### src/rtl/fwl_pkg.sv
package fwl_pkg;
  localparam logic [15:0] CMD_PREP = 16'h10FE;
  localparam logic [15:0] CMD_GO   = 16'h20FE;

  localparam logic [31:0] ST_LOW   = 32'h54784C4F;
  localparam logic [31:0] ST_HIGH  = 32'h54784849;
  localparam logic [31:0] ST_BAD   = 32'h4241444E;
  localparam logic [31:0] ST_OK    = 32'h444F4E45;

  typedef enum logic [2:0] {
    FC_NONE    = 3'd0,
    FC_TIMEOUT = 3'd1,
    FC_MEDIA   = 3'd2,
    FC_FINAL   = 3'd3,
    FC_LEN     = 3'd4
  } fail_e;

  typedef enum logic [1:0] {
    MB_STATUS = 2'd0,
    MB_PEER   = 2'd1,
    MB_HOST   = 2'd2
  } mbx_sel_e;

  typedef enum logic [4:0] {
    S_IDLE, S_PREP, S_CLR_ST, S_CLR_PF, S_CLR_HF, S_HDR, S_GO,
    S_W_PEER, S_W_LOW, S_LOW, S_HF1, S_W_LEAVE, S_W_HIGH,
    S_HIGH, S_HF0, S_W_NZ, S_DONE, S_FAIL
  } state_e;
endpackage

### src/rtl/fwl_wait_timer.sv
module fwl_wait_timer #(
  parameter int LIMIT = 1000,
  localparam int W = $clog2(LIMIT + 1)
) (
  input  logic clk_i,
  input  logic rst_ni,
  input  logic restart_i,
  input  logic run_i,
  output logic expired_o
);
  logic [W-1:0] cnt_q;

  assign expired_o = run_i && (cnt_q == W'(LIMIT - 1));

  always_ff @(posedge clk_i or negedge rst_ni) begin
    if (!rst_ni)            cnt_q <= '0;
    else if (restart_i)     cnt_q <= '0;
    else if (run_i && !expired_o) cnt_q <= cnt_q + 1'b1;
  end
endmodule

### src/rtl/fwl_chunk_copier.sv
module fwl_chunk_copier #(
  parameter int AW = 3,
  parameter int CW = 4
) (
  input  logic          clk_i,
  input  logic          rst_ni,
  input  logic          start_i,
  input  logic [CW-1:0] count_i,
  input  logic          src_valid_i,
  input  logic [7:0]    src_data_i,
  output logic          src_ready_o,
  output logic          win_we_o,
  output logic [AW-1:0] win_addr_o,
  output logic [7:0]    win_data_o,
  output logic          done_o
);
  logic          active_q, zero_q;
  logic [CW-1:0] idx_q, last_q;
  logic          fire, last;

  assign fire        = active_q && src_valid_i;
  assign last        = (idx_q == last_q);
  assign src_ready_o = active_q;
  assign win_we_o    = fire;
  assign win_addr_o  = idx_q[AW-1:0];
  assign win_data_o  = src_data_i;
  // empty chunk finishes one cycle after start
  assign done_o      = (fire && last) || zero_q;

  always_ff @(posedge clk_i or negedge rst_ni) begin
    if (!rst_ni) begin
      active_q <= 1'b0;
      zero_q   <= 1'b0;
      idx_q    <= '0;
      last_q   <= '0;
    end else if (start_i) begin
      active_q <= (count_i != '0);
      zero_q   <= (count_i == '0);
      idx_q    <= '0;
      last_q   <= count_i - 1'b1;
    end else begin
      zero_q <= 1'b0;
      if (fire) begin
        idx_q <= idx_q + 1'b1;
        if (last) active_q <= 1'b0;
      end
    end
  end
endmodule

### src/rtl/fw_ping_pong_loader.sv
module fw_ping_pong_loader #(
  parameter int HDR_BYTES     = 2048,
  parameter int CHUNK_BYTES   = 131072,
  parameter int MAX_IMG_BYTES = 262144,
  parameter int TIMEOUT_CYC   = 1000000,
  localparam int SEG_MAX = (HDR_BYTES > CHUNK_BYTES) ? HDR_BYTES : CHUNK_BYTES,
  localparam int WIN_AW  = $clog2(SEG_MAX),
  localparam int CNT_W   = $clog2(SEG_MAX + 1),
  localparam int LEN_W   = $clog2(MAX_IMG_BYTES + 1)
) (
  input  logic              clk_i,
  input  logic              rst_ni,
  input  logic              start_i,
  input  logic [LEN_W-1:0]  img_len_i,
  input  logic              src_valid_i,
  input  logic [7:0]        src_data_i,
  output logic              src_ready_o,
  output logic              win_we_o,
  output logic [WIN_AW-1:0] win_addr_o,
  output logic [7:0]        win_data_o,
  output logic              cmd_we_o,
  output logic [15:0]       cmd_o,
  output logic              mbx_we_o,
  output logic [1:0]        mbx_sel_o,
  output logic [31:0]       mbx_wdata_o,
  input  logic [31:0]       mbx_status_i,
  input  logic [31:0]       mbx_peer_flag_i,
  output logic              busy_o,
  output logic              done_o,
  output logic              fail_o,
  output logic [2:0]        fail_code_o
);
  import fwl_pkg::*;

  state_e           state_q, state_d;
  fail_e            code_q, code_d;
  logic [LEN_W-1:0] rem_q;
  logic [CNT_W-1:0] cp_count;
  logic             cp_start, cp_done, tmo, waiting, copying, len_bad;

  assign waiting = (state_q inside {S_W_PEER, S_W_LOW, S_W_LEAVE, S_W_HIGH, S_W_NZ});
  assign copying = (state_d inside {S_HDR, S_LOW, S_HIGH});
  assign cp_start = copying && (state_d != state_q);
  assign len_bad  = (img_len_i < LEN_W'(HDR_BYTES)) || (img_len_i > LEN_W'(MAX_IMG_BYTES));

  always_comb begin
    if (state_d == S_HDR)                         cp_count = CNT_W'(HDR_BYTES);
    else if (rem_q >= LEN_W'(CHUNK_BYTES))        cp_count = CNT_W'(CHUNK_BYTES);
    else                                          cp_count = CNT_W'(rem_q);
  end

  fwl_wait_timer #(.LIMIT(TIMEOUT_CYC)) u_timer (
    .clk_i     (clk_i),
    .rst_ni    (rst_ni),
    .restart_i (state_d != state_q),
    .run_i     (waiting),
    .expired_o (tmo)
  );

  fwl_chunk_copier #(.AW(WIN_AW), .CW(CNT_W)) u_copy (
    .clk_i       (clk_i),
    .rst_ni      (rst_ni),
    .start_i     (cp_start),
    .count_i     (cp_count),
    .src_valid_i (src_valid_i),
    .src_data_i  (src_data_i),
    .src_ready_o (src_ready_o),
    .win_we_o    (win_we_o),
    .win_addr_o  (win_addr_o),
    .win_data_o  (win_data_o),
    .done_o      (cp_done)
  );

  always_comb begin
    state_d     = state_q;
    code_d      = code_q;
    cmd_we_o    = 1'b0;
    cmd_o       = CMD_PREP;
    mbx_we_o    = 1'b0;
    mbx_sel_o   = MB_STATUS;
    mbx_wdata_o = '0;
    unique case (state_q)
      S_IDLE, S_DONE, S_FAIL: if (start_i) begin
        if (len_bad) begin
          state_d = S_FAIL;
          code_d  = FC_LEN;
        end else begin
          state_d = S_PREP;
          code_d  = FC_NONE;
        end
      end
      S_PREP: begin
        cmd_we_o = 1'b1;
        state_d  = S_CLR_ST;
      end
      S_CLR_ST: begin
        mbx_we_o = 1'b1;
        state_d  = S_CLR_PF;
      end
      S_CLR_PF: begin
        mbx_we_o  = 1'b1;
        mbx_sel_o = MB_PEER;
        state_d   = S_CLR_HF;
      end
      S_CLR_HF: begin
        mbx_we_o  = 1'b1;
        mbx_sel_o = MB_HOST;
        state_d   = S_HDR;
      end
      S_HDR: if (cp_done) state_d = S_GO;
      S_GO: begin
        cmd_we_o = 1'b1;
        cmd_o    = CMD_GO;
        state_d  = S_W_PEER;
      end
      S_W_PEER: begin
        if (mbx_peer_flag_i == 32'd1) state_d = S_W_LOW;
        else if (tmo) begin state_d = S_FAIL; code_d = FC_TIMEOUT; end
      end
      S_W_LOW: begin
        if (mbx_status_i == ST_LOW) state_d = S_LOW;
        else if (mbx_status_i == ST_BAD) begin state_d = S_FAIL; code_d = FC_MEDIA; end
        else if (tmo) begin state_d = S_FAIL; code_d = FC_TIMEOUT; end
      end
      S_LOW: if (cp_done) state_d = S_HF1;
      S_HF1: begin
        mbx_we_o    = 1'b1;
        mbx_sel_o   = MB_HOST;
        mbx_wdata_o = 32'd1;
        state_d     = S_W_LEAVE;
      end
      S_W_LEAVE: begin
        if (mbx_peer_flag_i != 32'd1) begin
          if (mbx_status_i == ST_BAD) begin state_d = S_FAIL; code_d = FC_MEDIA; end
          else state_d = S_W_HIGH;
        end else if (tmo) begin state_d = S_FAIL; code_d = FC_TIMEOUT; end
      end
      S_W_HIGH: begin
        if (mbx_status_i == ST_HIGH) state_d = S_HIGH;
        else if (mbx_status_i == ST_BAD) begin state_d = S_FAIL; code_d = FC_MEDIA; end
        else if (tmo) begin state_d = S_FAIL; code_d = FC_TIMEOUT; end
      end
      S_HIGH: if (cp_done) state_d = S_HF0;
      S_HF0: begin
        mbx_we_o  = 1'b1;
        mbx_sel_o = MB_HOST;
        state_d   = S_W_NZ;
      end
      S_W_NZ: begin
        if (mbx_peer_flag_i != 32'd0) begin
          if (mbx_status_i == ST_BAD)      begin state_d = S_FAIL; code_d = FC_MEDIA; end
          else if (mbx_status_i == ST_LOW) state_d = S_LOW;
          else if (mbx_status_i == ST_OK)  state_d = S_DONE;
          else                             begin state_d = S_FAIL; code_d = FC_FINAL; end
        end else if (tmo) begin state_d = S_FAIL; code_d = FC_TIMEOUT; end
      end
      default: state_d = S_IDLE;
    endcase
  end

  always_ff @(posedge clk_i or negedge rst_ni) begin
    if (!rst_ni) begin
      state_q <= S_IDLE;
      code_q  <= FC_NONE;
      rem_q   <= '0;
    end else begin
      state_q <= state_d;
      code_q  <= code_d;
      if (state_d == S_PREP && state_q != S_PREP) rem_q <= img_len_i;
      else if (win_we_o)                           rem_q <= rem_q - 1'b1;
    end
  end

  assign busy_o      = !(state_q inside {S_IDLE, S_DONE, S_FAIL});
  assign done_o      = (state_q == S_DONE);
  assign fail_o      = (state_q == S_FAIL);
  assign fail_code_o = code_q;
endmodule

### config.mk
export PLATFORM = sky130hd
export DESIGN_NAME = fw_ping_pong_loader
export DESIGN_NICKNAME = d
export VERILOG_FILES = /design/src/rtl/fwl_pkg.sv /design/src/rtl/fwl_wait_timer.sv /design/src/rtl/fwl_chunk_copier.sv /design/src/rtl/fw_ping_pong_loader.sv
export SDC_FILE = /design/constraint.sdc
export NUM_CORES = 1
export LEC_CHECK = 0
export BUFFER_PORTS_ARGS = -buffer_cell sky130_fd_sc_hd__buf_2
export CAP_MARGIN = 10
export CORE_ASPECT_RATIO = 0.6
export CORE_MARGIN = 2
export CORE_UTILIZATION = 30
export CTS_CLUSTER_SIZE = 40
export DETAILED_ROUTE_END_ITERATION = 10
export SYNTH_ARGS = -nofsm -noshare
export SYNTH_HDL_FRONTEND = slang
export SYNTH_SLANG_ARGS = --single-unit
### constraint.sdc
create_clock -name clk_i -period 3.5 [get_ports clk_i]
set_input_delay 0.525 -clock clk_i [delete_from_list [all_inputs] [get_ports clk_i]]
set_output_delay 0.525 -clock clk_i [all_outputs]
set_load 0.01 [all_outputs]
# Word level (Yosys, flattened, before mapping)
# Index checks and enable logic that the tools add are counted.
# Widths: inputs -> output; s select.
# totals
out_inout_bits,85
ff_bits,85
input_bits,95
# classes
add_sub_neg,4
mux,48
reduce_logical,28
n_lt_le_gt_ge,3
n_eq_ne,38
# ops
operator,n
$eq 32x31->1 const B,4
$pmux 5 s16,1
$mux 5,15
$mux 18,4
$eq 5x4->1 const B,10
$mux 20,2
$mux 3,13
$mux 19,2
$eq 32x1->1 const B,1
$ne 32x1->1 const B,1
$reduce_bool 32->1,1
$eq 5x3->1 const B,5
$add 20x1->20 const B,1
$eq 20x20->1 const B,1
$ge 19x18->1 const B,1
$gt 19x19->1 const B,1
$lt 19x12->1 const B,1
$sub 19x1->19 const B,1
$add 18x1->18 const B,1
$eq 18x18->1,1
$logic_not 18->1,1
$pmux 3 s6,1
$reduce_bool 18->1,1
$sub 18x1->18 const B,1
other kinds (24),50

# Longest topological paths before layout
# logic_depth
ltp_word,12
ltp_mapped,16
depth_no_buf,13

# Cells and area by module
# Synthesis repeated with hierarchy kept, for this count alone.
# unflattened
hier_cells,748
area_unflattened_um2,6606.3
# by_module_without_submodules
mod,instances,cells_per_inst,area_each_um2,seq_area_each_um2
fw_ping_pong_loader,1,355,2990.4,675.6
fwl_chunk_copier,1,264,2404.8,950.9
fwl_wait_timer,1,129,1211.2,500.5

# Worst setup path after synthesis
# No wires, ideal clock.
# synth_timing
path_type,in2reg
start,in mbx_status_i[5]
end,reg rem_q[10]
path_slack_ns,-0.252
required_ns,3.375
n_path_buf,2
arrival_ns,3.626
stages,10
cell_sequence,nor4b_1 > nand4_1 > or4_1 > and3_2 > a211o_2 > or4b_4 > nor3b_2 > buf_6 > buf_12 > mux2_4
# synth_via
elab_chain_cells,9
# synth_rtl
element,line,source
from (decl),fw_ping_pong_loader.sv:26,"input logic [31:0] mbx_status_i,"
$eq 32x31->1,fw_ping_pong_loader.sv:153,else if (mbx_status_i == ST_OK) state_d = S_DONE;
$mux 1,fw_ping_pong_loader.sv:153,
$mux 5,fw_ping_pong_loader.sv:152,else if (mbx_status_i == ST_LOW) state_d = S_LOW;
$mux 5,fw_ping_pong_loader.sv:151,if (mbx_status_i == ST_BAD) begin state_d = S_FAIL; code_d = FC_MEDIA; end
$mux 5,fw_ping_pong_loader.sv:150,if (mbx_peer_flag_i != 32'd0) begin
$pmux 5 s16 (*),fw_ping_pong_loader.sv:82,unique case (state_q)
$eq 5x1->1 (*),fw_ping_pong_loader.sv:169,if (state_d == S_PREP && state_q != S_PREP) rem_q <= img_len_i;
$logic_and 1x1->1 (*),fw_ping_pong_loader.sv:169,
$mux 19 or $reduce_bool 2->1 (tied branches),--,
to (signal assigned),fw_ping_pong_loader.sv:169,
to (signal assigned),fw_ping_pong_loader.sv:170,else if (win_we_o) rem_q <= rem_q - 1'b1;
to (decl),fw_ping_pong_loader.sv:37,logic [LEN_W-1:0] rem_q;
# Mark *: on every way between the ends. The rest lies on a longest branch, timed or not.
# A chain may end at the register's enable or synchronous reset.

# Worst setup path after layout
# layout_timing
start,reg u_timer.cnt_q[7]
end,reg rem_q[7]
# layout_via
elab_chain_cells,9
# layout_rtl
element,line,source
from (decl),fwl_wait_timer.sv:11,logic [W-1:0] cnt_q;
from (signal assigned),fwl_wait_timer.sv:18,else if (run_i && !expired_o) cnt_q <= cnt_q + 1'b1;
$eq 20x20->1 (*),fwl_wait_timer.sv:13,assign expired_o = run_i && (cnt_q == W'(LIMIT - 1));
$logic_and 1x1->1 (*),fwl_wait_timer.sv:13,
$mux 5 (*),--,
$mux 5,fw_ping_pong_loader.sv:140,else if (mbx_status_i == ST_BAD) begin state_d = S_FAIL; code_d = FC_MEDIA; end
$mux 5 (on tied branches),"fw_ping_pong_loader.sv:139, fw_ping_pong_loader.sv:121",
$pmux 5 s16 (*),fw_ping_pong_loader.sv:82,
$eq 5x1->1 (*),fw_ping_pong_loader.sv:169,
$logic_and 1x1->1 (*),fw_ping_pong_loader.sv:169,
$mux 19 or $reduce_bool 2->1 (tied branches),--,
# Marks and branches as above.

==> impl_metrics.csv <==
group,metric,value,unit
outcome,run_status,"complete, but fails checks",
outcome,violations,"negative setup slack",
global_route,grt_pass1_wl,28800,µm
flow_run,maxCapViolations,0,
sta,setup_violations,36,
logic_synthesis,synth_most_common_cell,"dfrtp_1",
hold_path,holdPathStages,2,
logic_synthesis,synthMuxAreaShare,7.83,%
worst_setup_path,max_stage_delay,0.58,ns
logic_synthesis,synth_common_cells,"dfrtp_1 (85), nor2_1 (83), buf_4 (74), nand2_1 (58), xor2_1 (52)",
floorplan,die-area,0.0222,mm²
worst_setup_path,worst_path_most_repeated_cell,"or4_4",
worst_setup_path,cp_max_fo,5,
sta,whs,0.423,ns
route,viasPerCell,4.87,
worst_setup_path,cpMaxStageDelayCell,"or4_4",
floorplan,num_io_pins,180,
cts,clock_sinks,85,
pwr,ir_drop,0.354,mV
logic_synthesis,synth_top_area_cell,"dfrtp_1",
placement,io_buffers,118,
sta,final_max_slew_viol_count,0,
logic_synthesis,synth_top_family_by_area,"simple AND/OR/NAND/NOR gates",
floorplan,row_count,40,
placement,gp_congestion,0.927,
cts,cts_tree,"built",
logic_synthesis,avgSynthCellArea,8.86,µm²
logic_synthesis,syn_inst,710,
logic_synthesis,synth_seq_cells,85,
worst_setup_path,path_class,"reg2reg",
cells_and_area,synthToLayoutAreaGrowth,26.2,%
logic_synthesis,synth_ff_type,"dfrtp_1",
logic_synthesis,netlist_area,0.00629,mm²
pwr,power_density,743,mW/mm²
worst_setup_path,worstPathRequired,3.73,ns
global_route,antenna_found_initial,2,
floorplan,initial_core_util,31.0,%
floorplan,die_w,191,µm
sta,fin_ws,-0.197,ns
worst_setup_path,rr_worst_depth,9,
sta,tightest_slew,0.658,ns
floorplan,die_h,116,µm
placement,place_hpwl,14000,µm
route,first_pass_iters,5,
sta,fin_skew,0.00619,ns
sta,period_needed,3.70,ns
logic_synthesis,ys_types,74,
worst_setup_path,r2r_setup_slack,-0.20,ns
route,routed_wl,17900,µm
worst_setup_path,crit_path_end_kind,"flop",
sta,hold_violations,0,
sta,fmax,271,MHz
worst_setup_path,crit_path_start_kind,"flop",
route,wl_per_cell,15.5,µm
cts,root_buffer,"clkbuf_16",
worst_setup_path,arrival,3.93,ns
cts,clkLatencyLatePin,0.35,ns
logic_synthesis,synth_compound_area_share,8.75,%
logic_synthesis,synth-edff-count,0,
cells_and_area,drive_gt1_share,31.9,%
route,vias,5645,
sta,slew_headroom,56.0,%
sta,finalCritPeriodShare,106,%
cts,htree_levels,3,
pwr,fin_total_pwr,5.90,mW
sta,fin_setup_tns,-4.85,ns
route,drt_iter0_markers,474,
global_route,grtUsageTotal,16.7,%
route,drc,0,
logic_synthesis,synth_top_area_share,33.8,%
logic_synthesis,ys_warn_count,0,
route,ant_nets,0,
hold_path,hold_path_class,"in2reg",
cts,clockBufferDepth,2,
pwr,p_leak,3.56,nW
global_route,grt_pass1_vias,5441,
worst_setup_path,path_cells,"or4bb_1, or4_4, or4_4, a211oi_2, or4b_4, nor3b_4, buf_6, clkbuf_16, mux2_4",
logic_synthesis,synth-simple-area-share,25.8,%
logic_synthesis,ys_top_cells_by_area,"dfrtp_1 (34%), buf_4 (8.8%), xor2_1 (7.2%), nor2_1 (5.0%), mux2_2 (3.9%)",
cells_and_area,finalNetCount,980,
logic_synthesis,yosys.area_share.adder,0.994,%
sta,rsz0062_at_grt,"yes",
floorplan,core_area,0.0203,mm²
logic_synthesis,synth-xor-area-share,11.0,%
logic_synthesis,synth-seq-area-share,33.8,%
cts,numCtsBuffers,9,
logic_synthesis,async_reset_ff_share,100,%
global_route,grt_max_degree,82,
cts,cts.clk_slew.worst_paths,0.07,ns
global_route,gr-total-overflow,0,
placement,pre_cts_slack,-0.260,ns
stage by stage:
stage / cells / area [µm²] / utilization [%]
final: 1159 / 7940 / 39.2
after global routing: 1159 / 7940 / 39.2
after CTS: 1160 / 7930 / 39.1
after detailed placement: 1124 / 7380 / 36.4
after global placement: 1124 / 7380 / 36.4
after floorplan: 753 / 6490 / -
power by group:
part | switching (mW) | total (mW) | internal (mW)
registers | 0.367 | 1.63 | 1.26
logic | 1.57 | 3.30 | 1.72
clock network | 0.404 | 0.974 | 0.570
total | 2.34 | 5.90 | 3.56
cell usage in the layout, fill, tap and decap left out, types with 4 or more instances in the layout:
| cell type | n |
|---|---|
| buf_2 | 117 |
| dfrtp_1 | 85 |
| nor2_1 | 83 |
| buf_4 | 76 |
| nand2_1 | 58 |
| xor2_1 | 52 |
| conb_1 | 45 |
| nand3_1 | 28 |
| nor4_1 | 28 |
| xnor2_1 | 27 |
| mux2_4 | 20 |
| nor3_1 | 18 |
| nand4_1 | 16 |
| o21ai_0 | 16 |
| inv_1 | 15 |
| a21oi_1 | 14 |
| mux2_2 | 13 |
| buf_6 | 12 |
| clkbuf_16 | 10 |
| and3_1 | 9 |
| nor2b_1 | 6 |
| a211oi_1 | 6 |
| nor4b_1 | 5 |
| or4_1 | 5 |
| or3_1 | 5 |
| and2_1 | 5 |
| mux2i_1 | 5 |
| o211ai_1 | 5 |
| ha_1 | 5 |
| nand2b_1 | 4 |
| and4_1 | 4 |
| nor3b_1 | 4 |
| buf_12 | 4 |
final cells by class:
type,count,area [µm²]
Antenna cell,1,2.50
Sequential cell,85,2130
Multi-Input combinational cell,556,3690
Clock buffer,10,239
Fill cell,2027,12300
Tap cell,273,342
Timing Repair Buffer,212,1420
Inverter,16,60.1
Clock inverter,6,62.6
cells by family after synthesis:
| family | count (synthesis) |
|---|---|
| buf+inv | 112 |
| mux | 41 |
| other cells | 2 |
| xor+xnor | 79 |
| fa+ha+maj | 5 |
| simple gates | 307 |
| compound gates | 79 |
| flops | 85 |
critical path, delay by kind of cell, from the launching register on:
family	cells	cell delay [ns]
AO/OA/AOI/OAI	1	0.23
flip-flops	1	0.37
AND/OR/NAND/NOR	5	2.39
buffers and inverters	2	0.29
multiplexers	1	0.29
per-layer routing:
| layer | global-route usage (%) | vias up | routed length (µm) |
|---|---|---|---|
| met5 | 0 | - | 7 |
| met2 | 22.8 | 175 | 7100 |
| met3 | 4.18 | 17 | 1340 |
| met4 | 3.82 | 2 | 155 |
| li1 | - | 2751 | - |
| met1 | 26.0 | 2700 | 9350 |
registers in the layout, indices dropped and copies added (netlist names):
name / flops
u_timer.cnt_q: 20
rem_q: 19
u_copy.idx_q: 18
u_copy.last_q: 18
state_q: 5
fail_code_o: 3
u_copy.src_ready_o: 1
u_copy.zero_q: 1
path summary, 6_finish.rpt:
| kind | from | to |
|---|---|---|
| worst max-delay path | u_timer.cnt_q[7]$_DFFE_PN0P_ | rem_q[7]$_DFFE_PN0P_ |
| worst min-delay path | img_len_i[2] | rem_q[2]$_DFFE_PN0P_ |
| worst max register to register | u_timer.cnt_q[7]$_DFFE_PN0P_ | rem_q[7]$_DFFE_PN0P_ |
| worst min register to register | fail_code_o[1]$_DFFE_PN0P_ | fail_code_o[1]$_DFFE_PN0P_ |
| max in group asynchronous | rst_ni | rem_q[12]$_DFFE_PN0P_ |
| min in group asynchronous | rst_ni | u_copy.idx_q[0]$_DFFE_PN0P_ |
repair_timing:
| action | CTS | global route |
|---|---|---|
| pin swaps | 2 | 0 |
| setup buffers | 18 | 2 |
| gates resized for setup | 22 | 8 |
| hold endpoints to repair | 4 | 0 |
| setup endpoints to repair | 51 | 57 |
| cloned | 1 | 1 |
| hold buffers | 1 | 0 |
Power figures use the tool's default switching activity.
